`config.mk`:
```
export PLATFORM = sky130hd
export DESIGN_NAME = rm_irq_entry
export DESIGN_NICKNAME = d
export VERILOG_FILES = /design/src/rtl/rm_irq_pkg.sv /design/src/rtl/rm_irq_check.sv /design/src/rtl/rm_irq_addr.sv /design/src/rtl/rm_irq_entry.sv
export SDC_FILE = /design/constraint.sdc
export NUM_CORES = 1
export LEC_CHECK = 0
export BUFFER_PORTS_ARGS = -buffer_cell sky130_fd_sc_hd__buf_2
export CORE_UTILIZATION = 53
export CTS_BUF_LIST = sky130_fd_sc_hd__clkbuf_4 sky130_fd_sc_hd__clkbuf_8 sky130_fd_sc_hd__clkbuf_16
export DETAILED_ROUTE_END_ITERATION = 8
export GPL_TIMING_DRIVEN = 0
export PLACE_DENSITY = 0.81
export SLEW_MARGIN = 20
export SYNTH_ARGS = -nofsm -noshare
export SYNTH_HDL_FRONTEND = slang
export SYNTH_SLANG_ARGS = --single-unit
```
`constraint.sdc`:
```
create_clock -name clk -period 5.6 [get_ports clk]
set_input_delay 0.28 -clock clk [delete_from_list [all_inputs] [get_ports clk]]
set_output_delay 0.28 -clock clk [all_outputs]
set_load 0.02 [all_outputs]
```
`src/rtl/rm_irq_pkg.sv`:
```
package rm_irq_pkg;

  localparam int FRAME_BYTES = 6;
  localparam int FL_TRAP  = 8;
  localparam int FL_IEN   = 9;
  localparam int FL_ALIGN = 18;

  typedef enum logic [1:0] {
    FK_NONE = 2'd0,
    FK_GP   = 2'd1,
    FK_SS   = 2'd2
  } fault_kind_e;

  typedef enum logic [3:0] {
    ST_IDLE, ST_CHECK, ST_PUSH_FL, ST_PUSH_CS, ST_PUSH_IP,
    ST_RD_OFF, ST_RD_SEL, ST_DONE, ST_FAULT
  } seq_state_e;

  // byte offset of the final byte of a 4-byte table entry
  function automatic logic [31:0] entry_last(input logic [31:0] vec);
    return (vec << 2) + 32'd3;
  endfunction

  // real-mode linear address: segment times 16 plus offset
  function automatic logic [31:0] seg_linear(input logic [15:0] seg, input logic [15:0] off);
    return ({16'b0, seg} << 4) + {16'b0, off};
  endfunction

  function automatic logic [31:0] clear_entry_flags(input logic [31:0] f);
    logic [31:0] m;
    m = '0;
    m[FL_TRAP]  = 1'b1;
    m[FL_IEN]   = 1'b1;
    m[FL_ALIGN] = 1'b1;
    return f & ~m;
  endfunction

endpackage

```
`src/rtl/rm_irq_check.sv`:
```
module rm_irq_check
  import rm_irq_pkg::*;
#(
  parameter int VEC_W = 8
) (
  input  logic [VEC_W-1:0] vec,
  input  logic [15:0]      limit,
  input  logic [15:0]      free_bytes,
  output logic             limit_bad,
  output logic             stack_bad
);
  assign limit_bad = entry_last(32'(vec)) > 32'(limit);
  assign stack_bad = 32'(free_bytes) < 32'(FRAME_BYTES);
endmodule

```
`src/rtl/rm_irq_addr.sv`:
```
module rm_irq_addr
  import rm_irq_pkg::*;
#(
  parameter int VEC_W      = 8,
  parameter int ADDR_W     = 20,
  parameter int TABLE_BASE = 0
) (
  input  logic [15:0]       ss,
  input  logic [15:0]       sp,
  input  logic [1:0]        push_idx,
  input  logic [VEC_W-1:0]  vec,
  input  logic              sel_word,
  output logic [ADDR_W-1:0] st_addr,
  output logic [ADDR_W-1:0] tb_addr
);
  logic [15:0] push_off;
  logic [31:0] tb_lin;

  assign push_off = sp - {13'b0, push_idx, 1'b0};
  assign st_addr  = ADDR_W'(seg_linear(ss, push_off));
  assign tb_lin   = 32'(TABLE_BASE) + (32'(vec) << 2) + (sel_word ? 32'd2 : 32'd0);
  assign tb_addr  = ADDR_W'(tb_lin);
endmodule

```
`src/rtl/rm_irq_entry.sv`:
```
module rm_irq_entry
  import rm_irq_pkg::*;
#(
  parameter int VEC_W      = 8,
  parameter int ADDR_W     = 20,
  parameter int TABLE_BASE = 0
) (
  input  logic              clk,
  input  logic              rst_n,
  input  logic              start,
  input  logic [VEC_W-1:0]  vector,
  input  logic [15:0]       cs_in,
  input  logic [15:0]       ip_in,
  input  logic [31:0]       flags_in,
  input  logic [15:0]       ss_in,
  input  logic [15:0]       sp_in,
  input  logic [15:0]       tbl_limit,
  input  logic [15:0]       stack_free,
  output logic              busy,
  output logic              done,
  output logic              fault,
  output logic [1:0]        fault_kind,
  output logic [15:0]       new_cs,
  output logic [15:0]       new_ip,
  output logic [31:0]       new_flags,
  output logic [15:0]       new_sp,
  output logic              wr_valid,
  input  logic              wr_ready,
  output logic [ADDR_W-1:0] wr_addr,
  output logic [15:0]       wr_data,
  output logic              rd_valid,
  input  logic              rd_ready,
  output logic [ADDR_W-1:0] rd_addr,
  input  logic [15:0]       rd_data
);

  seq_state_e       state;
  fault_kind_e      kind_q;
  logic [VEC_W-1:0] vec_q;
  logic [15:0]      cs_q, ip_q, ss_q, sp_q, lim_q, free_q;
  logic [31:0]      flags_q;
  logic             checks_ok;

  // named internal events for the checker
  logic limit_bad, stack_bad, wr_fire, rd_fire, accept;
  logic [1:0] push_idx;
  logic [ADDR_W-1:0] st_addr, tb_addr;

  rm_irq_check #(.VEC_W(VEC_W)) u_check (
    .vec(vec_q), .limit(lim_q), .free_bytes(free_q),
    .limit_bad(limit_bad), .stack_bad(stack_bad)
  );

  rm_irq_addr #(.VEC_W(VEC_W), .ADDR_W(ADDR_W), .TABLE_BASE(TABLE_BASE)) u_addr (
    .ss(ss_q), .sp(sp_q), .push_idx(push_idx), .vec(vec_q),
    .sel_word(state == ST_RD_SEL), .st_addr(st_addr), .tb_addr(tb_addr)
  );

  always_comb begin
    unique case (state)
      ST_PUSH_FL: push_idx = 2'd1;
      ST_PUSH_CS: push_idx = 2'd2;
      default:    push_idx = 2'd3;
    endcase
  end

  assign busy     = (state != ST_IDLE);
  assign accept   = start && !busy;
  assign wr_valid = (state == ST_PUSH_FL) || (state == ST_PUSH_CS) || (state == ST_PUSH_IP);
  assign rd_valid = (state == ST_RD_OFF) || (state == ST_RD_SEL);
  assign wr_fire  = wr_valid && wr_ready;
  assign rd_fire  = rd_valid && rd_ready;
  assign wr_addr  = st_addr;
  assign rd_addr  = tb_addr;
  assign done     = (state == ST_DONE);
  assign fault    = (state == ST_FAULT);
  assign fault_kind = fault ? kind_q : FK_NONE;

  always_comb begin
    unique case (state)
      ST_PUSH_FL: wr_data = flags_q[15:0];
      ST_PUSH_CS: wr_data = cs_q;
      default:    wr_data = ip_q;
    endcase
  end

  always_ff @(posedge clk) begin
    if (!rst_n) begin
      state     <= ST_IDLE;
      kind_q    <= FK_NONE;
      checks_ok <= 1'b0;
      vec_q <= '0; cs_q <= '0; ip_q <= '0; ss_q <= '0; sp_q <= '0;
      lim_q <= '0; free_q <= '0; flags_q <= '0;
      new_cs <= '0; new_ip <= '0; new_flags <= '0; new_sp <= '0;
    end else begin
      unique case (state)
        ST_IDLE: if (accept) begin
          vec_q <= vector; cs_q <= cs_in; ip_q <= ip_in; ss_q <= ss_in;
          sp_q <= sp_in; lim_q <= tbl_limit; free_q <= stack_free;
          flags_q <= flags_in;
          // results start as the unchanged state
          new_cs <= cs_in; new_ip <= ip_in; new_flags <= flags_in; new_sp <= sp_in;
          kind_q <= FK_NONE;
          state  <= ST_CHECK;
        end
        ST_CHECK: begin
          if (limit_bad) begin
            kind_q <= FK_GP;
            state  <= ST_FAULT;
          end else if (stack_bad) begin
            kind_q <= FK_SS;
            state  <= ST_FAULT;
          end else begin
            checks_ok <= 1'b1;
            state     <= ST_PUSH_FL;
          end
        end
        ST_PUSH_FL: if (wr_fire) begin
          new_flags <= clear_entry_flags(flags_q);
          state     <= ST_PUSH_CS;
        end
        ST_PUSH_CS: if (wr_fire) state <= ST_PUSH_IP;
        ST_PUSH_IP: if (wr_fire) begin
          new_sp <= sp_q - 16'(FRAME_BYTES);
          state  <= ST_RD_OFF;
        end
        ST_RD_OFF: if (rd_fire) begin
          new_ip <= rd_data;
          state  <= ST_RD_SEL;
        end
        ST_RD_SEL: if (rd_fire) begin
          new_cs <= rd_data;
          state  <= ST_DONE;
        end
        ST_DONE: begin
          checks_ok <= 1'b0;
          state     <= ST_IDLE;
        end
        default: state <= ST_IDLE;
      endcase
    end
  end

endmodule

```
# == Word level (Yosys, flattened, before mapping) ==
# Index checks and enable logic that the tools add are counted.
# classes
n_reduce_logical,21
n_mux,28
n_lt_le_gt_ge,2
n_eq_ne,15
add_sub_neg,5
# op_table
op,count
case mux 16 bit (2 select lines),4
two-way mux 16 bit,5
two-way mux 32 bit,2
case mux 32 bit (2 select lines),1
> comparator 32 x 16 -> 1 bit,1
two-way mux 4 bit,8
case mux 4 bit (7 select lines),1
adder 20 x 16 -> 20 bit,1
"equality test 4 x 3 -> 1 bit, second input constant",4
"less-than comparator 16 x 3 -> 1 bit, second input constant",1
subtractor 16 x 3 -> 16 bit,1
"subtractor 16 x 3 -> 16 bit, second input constant",1
AND reduction 3 bit,5
"inequality test 2 bit, second input constant",6
adder 10 x 2 -> 11 bit,1
"adder 10 x 2 -> 11 bit, second input constant",1
two-way mux 2 bit,5
nonzero test 2 bit,5
"equality test 4 x 2 -> 1 bit, second input constant",2
case mux 2 bit (2 select lines),2
AND reduction 6 bit,1
"equality test 4 x 1 -> 1 bit, second input constant",1
"equality test 4 bit, second input constant",1
zero test 4 bit,1
other kinds (6),10
# totals
wordCells,85
in_bits,157
regBits,222
output_inout_bits,143

# == Depth between registers and ports, before layout ==
# depth
depth_word,6
depth_mapped,18
ltp_nobuf,16

# == By module ==
# A second synthesis with hierarchy kept.
# unflattened
cells_unflattened,1284
area_unflattened_um2,10392.5
# modules_own_cells
module,n_inst,seq_area_each_um2,cells_each,area_per_inst_um2
rm_irq_entry,1,4424.2,1099,9009.9
rm_irq_addr,1,0.0,148,1118.6
rm_irq_check,1,0.0,37,264.0

# == Worst setup path after synthesis ==
# Ideal clock, no wire load.
# synth_timing
path_kind,register to output
from,reg state[3]
to,out wr_addr[17]
path_buffers,2
t_arrival_ns,4.243
path_stages_with_launch,18
required_ns,5.320
path_slack_ns,1.077
path_cell_list,dfxtp_1 clkbuf_1 nand2b_1 nor2_1 clkbuf_1 inv_1 ha_1 inv_1 fa_1 or3_4 nor3_2 xor2_1 ha_1 a21o_1 a211o_1 o21ai_0 nor2_1 o311ai_0
# synth_via
elab_chain_len,4
word_cells_on_any_way,5
classes_between,add/sub: 2; eq/ne: 2; mux: 1
# synth_lines
element,line_no,source
"start, declared",rm_irq_entry.sv:37,seq_state_e state;
"start signal, assigned",rm_irq_entry.sv:89,state <= ST_IDLE;
"start signal, assigned",rm_irq_entry.sv:104,state <= ST_CHECK;
"start signal, assigned",rm_irq_entry.sv:109,state <= ST_FAULT;
equality test 4 x 2 -> 1 bit,rm_irq_entry.sv:60,unique case (state)
case mux 2 bit (2 select lines) *,rm_irq_entry.sv:60,
subtractor 16 x 3 -> 16 bit *,rm_irq_addr.sv:19,"assign push_off = sp - {13'b0, push_idx, 1'b0};"
adder 20 x 16 -> 20 bit *,rm_irq_pkg.sv:26,"return ({16'b0, seg} << 4) + {16'b0, off};"
"end, declared",rm_irq_entry.sv:29,"output logic [ADDR_W-1:0] wr_addr,"
# Mark *: on every way between the ends. The rest lies on a longest branch, timed or not.

# == Final worst setup path ==
# layout_timing
from,reg state[3]
to,out wr_addr[19]
# Same word-level chain as after synthesis.

==> flow_summary.html <==
<table>
<tr><th>Metric</th><th>Value</th></tr>
<tr><th colspan="2">Timing</th></tr>
<tr><td>Hold violation total from the final report</td><td>0</td></tr>
<tr><td>Setup skew after layout</td><td>0.0120 ns</td></tr>
<tr><td>Peak clock frequency supported by timing</td><td>192 MHz</td></tr>
<tr><td>RSZ-0062 raised after global routing</td><td>no</td></tr>
<tr><td>Final number of max-transition violations</td><td>0</td></tr>
<tr><td>Actual transition at the worst max-transition pin</td><td>0.884 ns</td></tr>
<tr><td>Normalized max-slew margin</td><td>40.5%</td></tr>
<tr><td>Number of failing setup endpoints in the final timing report</td><td>0</td></tr>
<tr><td>Shortest clock period the worst path allows after layout</td><td>5.21 ns</td></tr>
<tr><td>Share of the clock period used by the worst path</td><td>93.1%</td></tr>
<tr><td>Final-layout setup total negative slack</td><td>0 ns</td></tr>
<tr><td>Setup slack after layout</td><td>0.388 ns</td></tr>
<tr><td>Hold Slack</td><td>0.0181 ns</td></tr>
<tr><th colspan="2">Job</th></tr>
<tr><td>Max-cap viol count</td><td>0</td></tr>
<tr><th colspan="2">Critical path</th></tr>
<tr><td>Internal reg-to-reg setup slack</td><td>3.21 ns</td></tr>
<tr><td>Beginning of the worst register-to-register path</td><td>state[0]</td></tr>
<tr><td>Worst Path Max Fanout</td><td>17</td></tr>
<tr><td>Signal arrival time at the worst endpoint</td><td>4.93 ns</td></tr>
<tr><td>Startpoint-to-endpoint class of the critical path</td><td>flop to primary output</td></tr>
<tr><td>Reg-to-reg endpoint</td><td>new_flags[29]</td></tr>
<tr><td>Nature of the critical path endpoint</td><td>primary output</td></tr>
<tr><td>CP startpoint kind</td><td>flop</td></tr>
<tr><td>Critical path required time</td><td>5.32 ns</td></tr>
<tr><td>R2R depth</td><td>8</td></tr>
<tr><th colspan="2">Floorplanning</th></tr>
<tr><td>Floorplan Core Area</td><td>20200 µm²</td></tr>
<tr><td>Die area</td><td>21100 µm²</td></tr>
<tr><td>Horizontal extent of the die</td><td>145 µm</td></tr>
<tr><td>Total number of placement rows</td><td>52</td></tr>
<tr><td>DIE HEIGHT</td><td>145 µm</td></tr>
<tr><td>Initial cell density of the core</td><td>53.9%</td></tr>
<tr><td>Boundary Pins</td><td>300</td></tr>
<tr><th colspan="2">Yosys</th></tr>
<tr><td>FFs w/ async S/R, synth</td><td>0%</td></tr>
<tr><td>Primary FF master, synth</td><td>sky130_fd_sc_hd__dfxtp_1</td></tr>
<tr><td>Count of flip-flops with a built-in enable after synthesis</td><td>0</td></tr>
<tr><td>Register bit total from synthesis</td><td>220</td></tr>
<tr><td>Portion of the post-synthesis area used by sequential elements</td><td>40.5%</td></tr>
<tr><td>Syn Area/Cell</td><td>8.20 µm²</td></tr>
<tr><td>Cell area after synthesis</td><td>10900 µm²</td></tr>
<tr><td>Synthesized instance count</td><td>1326</td></tr>
<tr><td>Count of cell types in the netlist</td><td>67</td></tr>
<tr><td>Yosys warns</td><td>0</td></tr>
<tr><th colspan="2">Hold path</th></tr>
<tr><td>Path type of the worst min-delay path</td><td>input pin to flop</td></tr>
<tr><td>Hold path startpoint</td><td>vector[6]</td></tr>
<tr><td>Depth of the worst hold-timing path</td><td>3</td></tr>
<tr><td>Endpoint, Worst Hold</td><td>vec_q[6]</td></tr>
<tr><th colspan="2">Clock tree</th></tr>
<tr><td>H-tree depth</td><td>1</td></tr>
<tr><td>Total clock sinks</td><td>220</td></tr>
<tr><td>Number of buffers inserted for hold repair after clock tree synthesis</td><td>0</td></tr>
<tr><td>Skew-Pair Late Insertion Delay</td><td>0.51 ns</td></tr>
<tr><td>Clock tree from TritonCTS</td><td>yes</td></tr>
<tr><td>Max Buffers Root-to-Sink</td><td>3</td></tr>
<tr><td>CTS root buf</td><td>sky130_fd_sc_hd__clkbuf_16</td></tr>
<tr><td>Num CTS Buffers</td><td>23</td></tr>
<tr><td>Count of buffers added by post-CTS timing repair for setup</td><td>0</td></tr>
<tr><td>Clock Pin Slew Worst Setup and Hold Paths</td><td>0.06 ns</td></tr>
<tr><td>PostCTS Resize Cnt</td><td>2</td></tr>
<tr><th colspan="2">Global routing</th></tr>
<tr><td>All-layer global routing usage</td><td>31.9%</td></tr>
<tr><td>Initial antenna violation count</td><td>5</td></tr>
<tr><td>Overflow left after global routing</td><td>0</td></tr>
<tr><td>Largest net degree at the start of global routing</td><td>14</td></tr>
<tr><td>Vias in the first global route</td><td>10100</td></tr>
<tr><td>Wire length of the first global-routing pass</td><td>53800 µm</td></tr>
<tr><th colspan="2">Final layout</th></tr>
<tr><td>Area growth from synthesis to layout</td><td>23.2%</td></tr>
<tr><td>Non-filler instance count after layout</td><td>1932</td></tr>
<tr><td>Final Util</td><td>66.4%</td></tr>
<tr><td>Layout cells sized above 1</td><td>22.8%</td></tr>
<tr><td>Post-route cell area</td><td>13400 µm²</td></tr>
<tr><td>Layout Nets</td><td>1829</td></tr>
<tr><th colspan="2">Route</th></tr>
<tr><td>Routed length per placed instance</td><td>18.0 µm</td></tr>
<tr><td>Total via count after detailed routing</td><td>11000</td></tr>
<tr><td>DR iter-0 viols</td><td>875</td></tr>
<tr><td>Final antenna-violating net count</td><td>0</td></tr>
<tr><td>Total DRC errors in the routed layout</td><td>0</td></tr>
<tr><td>Routed wire length on met2</td><td>15700 µm</td></tr>
<tr><td>Routed met1 length</td><td>14700 µm</td></tr>
<tr><td>Via count normalized by instance count</td><td>5.69</td></tr>
<tr><td>Router iterations before antenna repair</td><td>8</td></tr>
<tr><td>Uppermost layer routed</td><td>met5</td></tr>
<tr><td>Length of routed met3 wiring</td><td>3190 µm</td></tr>
<tr><td>Total wire length</td><td>34900 µm</td></tr>
<tr><th colspan="2">Power and ir drop</th></tr>
<tr><td>Static Leak</td><td>6.51 nW</td></tr>
<tr><td>Peak supply drop</td><td>0.311 mV</td></tr>
<tr><td>PD cells</td><td>445 nW/µm²</td></tr>
<tr><td>Final Power</td><td>5.96 mW</td></tr>
<tr><th colspan="2">Placed design</th></tr>
<tr><td>Placed insts</td><td>1893</td></tr>
<tr><td>HPWL after DPL</td><td>26100 µm</td></tr>
<tr><td>Final Wtd Congestion</td><td>0.939</td></tr>
<tr><td>Worst slack, placed</td><td>0.328 ns</td></tr>
<tr><td>Number of port buffers</td><td>287</td></tr>
<tr><td>Instance area at placement</td><td>12700 µm²</td></tr>
<tr><th colspan="2">Outcome</th></tr>
<tr><td>Run status</td><td>completed</td></tr>
</table>
[per-layer routing]
metal | vias up | global-route usage, %
li1 | 5184 | -
met1 | 5169 | 42.0
met2 | 536 | 51.5
met3 | 95 | 6.45
met4 | 2 | 12.2
met5 | - | 0
[area by class of cell]
cell class | instances | area (µm²)
fill | 1748 | 6770
multi-input combinational | 959 | 5830
sequential | 220 | 4400
timing repair buffer | 287 | 1440
clock buffer | 35 | 678
buffer | 115 | 527
tap | 270 | 338
inverter | 40 | 150
clock inverter | 4 | 23.8
antenna | 2 | 5.00
[worst max-delay path by stage]
| stage | from | end | cells after the start |
|---|---|---|---|
| global placement | state[3] | wr_addr[19] | 19 |
| global route | state[3] | wr_addr[19] | 18 |
| floorplan | state[3] | wr_addr[17] | 17 |
| detailed placement | state[3] | wr_addr[19] | 19 |
| finish | state[3] | wr_addr[19] | 18 |
| CTS | state[3] | wr_addr[19] | 19 |
[cell usage in the layout, fill, tap and decap left out, drive strengths merged, types with 32 or more instances in the layout]
cell type,n
a21boi,140
buf,334
clkbuf,103
dfxtp,220
inv,41
mux2i,32
nand2,398
nand3,52
o211a,65
[critical path: stages (launching register included)]
cell,delay [ns]
sky130_fd_sc_hd__dfxtp_1,0.34
sky130_fd_sc_hd__clkbuf_2,0.22
sky130_fd_sc_hd__nand2b_2,0.25
sky130_fd_sc_hd__nor2_4,0.13
sky130_fd_sc_hd__inv_1,0.12
sky130_fd_sc_hd__ha_1,0.16
sky130_fd_sc_hd__inv_1,0.08
sky130_fd_sc_hd__fa_1,0.43
sky130_fd_sc_hd__or3_4,0.43
sky130_fd_sc_hd__nor3_2,0.18
sky130_fd_sc_hd__and4bb_2,0.26
sky130_fd_sc_hd__xor2_1,0.07
sky130_fd_sc_hd__ha_1,0.38
sky130_fd_sc_hd__nand2_1,0.11
sky130_fd_sc_hd__o31ai_1,0.23
sky130_fd_sc_hd__o21ai_0,0.16
sky130_fd_sc_hd__or4_1,0.51
sky130_fd_sc_hd__o311ai_0,0.11
sky130_fd_sc_hd__buf_2,0.23
[synthesized netlist by cell type (8+ instances only)]
master,n,area [µm²]
sky130_fd_sc_hd__nand2_1,398,1490
sky130_fd_sc_hd__dfxtp_1,220,4400
sky130_fd_sc_hd__a21boi_0,140,1050
sky130_fd_sc_hd__clkbuf_1,69,259
sky130_fd_sc_hd__o211a_1,65,651
sky130_fd_sc_hd__nand3_1,52,260
sky130_fd_sc_hd__inv_1,40,150
sky130_fd_sc_hd__mux2i_1,32,320
sky130_fd_sc_hd__ha_1,24,300
sky130_fd_sc_hd__buf_2,23,115
sky130_fd_sc_hd__nor2_1,23,86.3
sky130_fd_sc_hd__a21oi_1,19,95.1
sky130_fd_sc_hd__o21ai_0,19,95.1
sky130_fd_sc_hd__xnor2_1,19,166
sky130_fd_sc_hd__a222oi_1,16,160
sky130_fd_sc_hd__buf_4,15,113
sky130_fd_sc_hd__o211ai_1,15,113
sky130_fd_sc_hd__nor3_1,14,70.1
sky130_fd_sc_hd__nand2b_1,12,75.1
sky130_fd_sc_hd__xor2_1,12,105
sky130_fd_sc_hd__buf_1,8,30.0
[registers in the layout, indices dropped and copies added (netlist names)]
signal     flops
vec_q          8
flags_q       31
ss_q          16
state          4
sp_q          16
cs_q          16
lim_q         16
new_flags     32
ip_q          16
new_cs        16
kind_q         2
new_ip        16
free_q        15
new_sp        16
[power breakdown]
part	switching [mW]	leakage, nW	total (mW)	internal [mW]
Sequential	0.187	1.81	2.04	1.86
Combinational	1.60	4.34	2.46	0.860
Clock	0.622	0.360	1.46	0.834
Total	2.41	6.51	5.96	3.55
[logic make-up (layout without fill, tap and decap cells)]
family          after synthesis  after routing  share of synthesized area, %
flops                       220            220                          40.5
xor+xnor                     31             31                          2.50
compound gates              312            312                          23.0
simple gates                547            547                          21.6
fa+ha+maj                    26             26                          3.13
other cells                   1             13                        0.0345
mux                          32             32                          2.95
buf+inv                     157            481                          6.28
No activity file was read; power rests on OpenSTA's default activity.
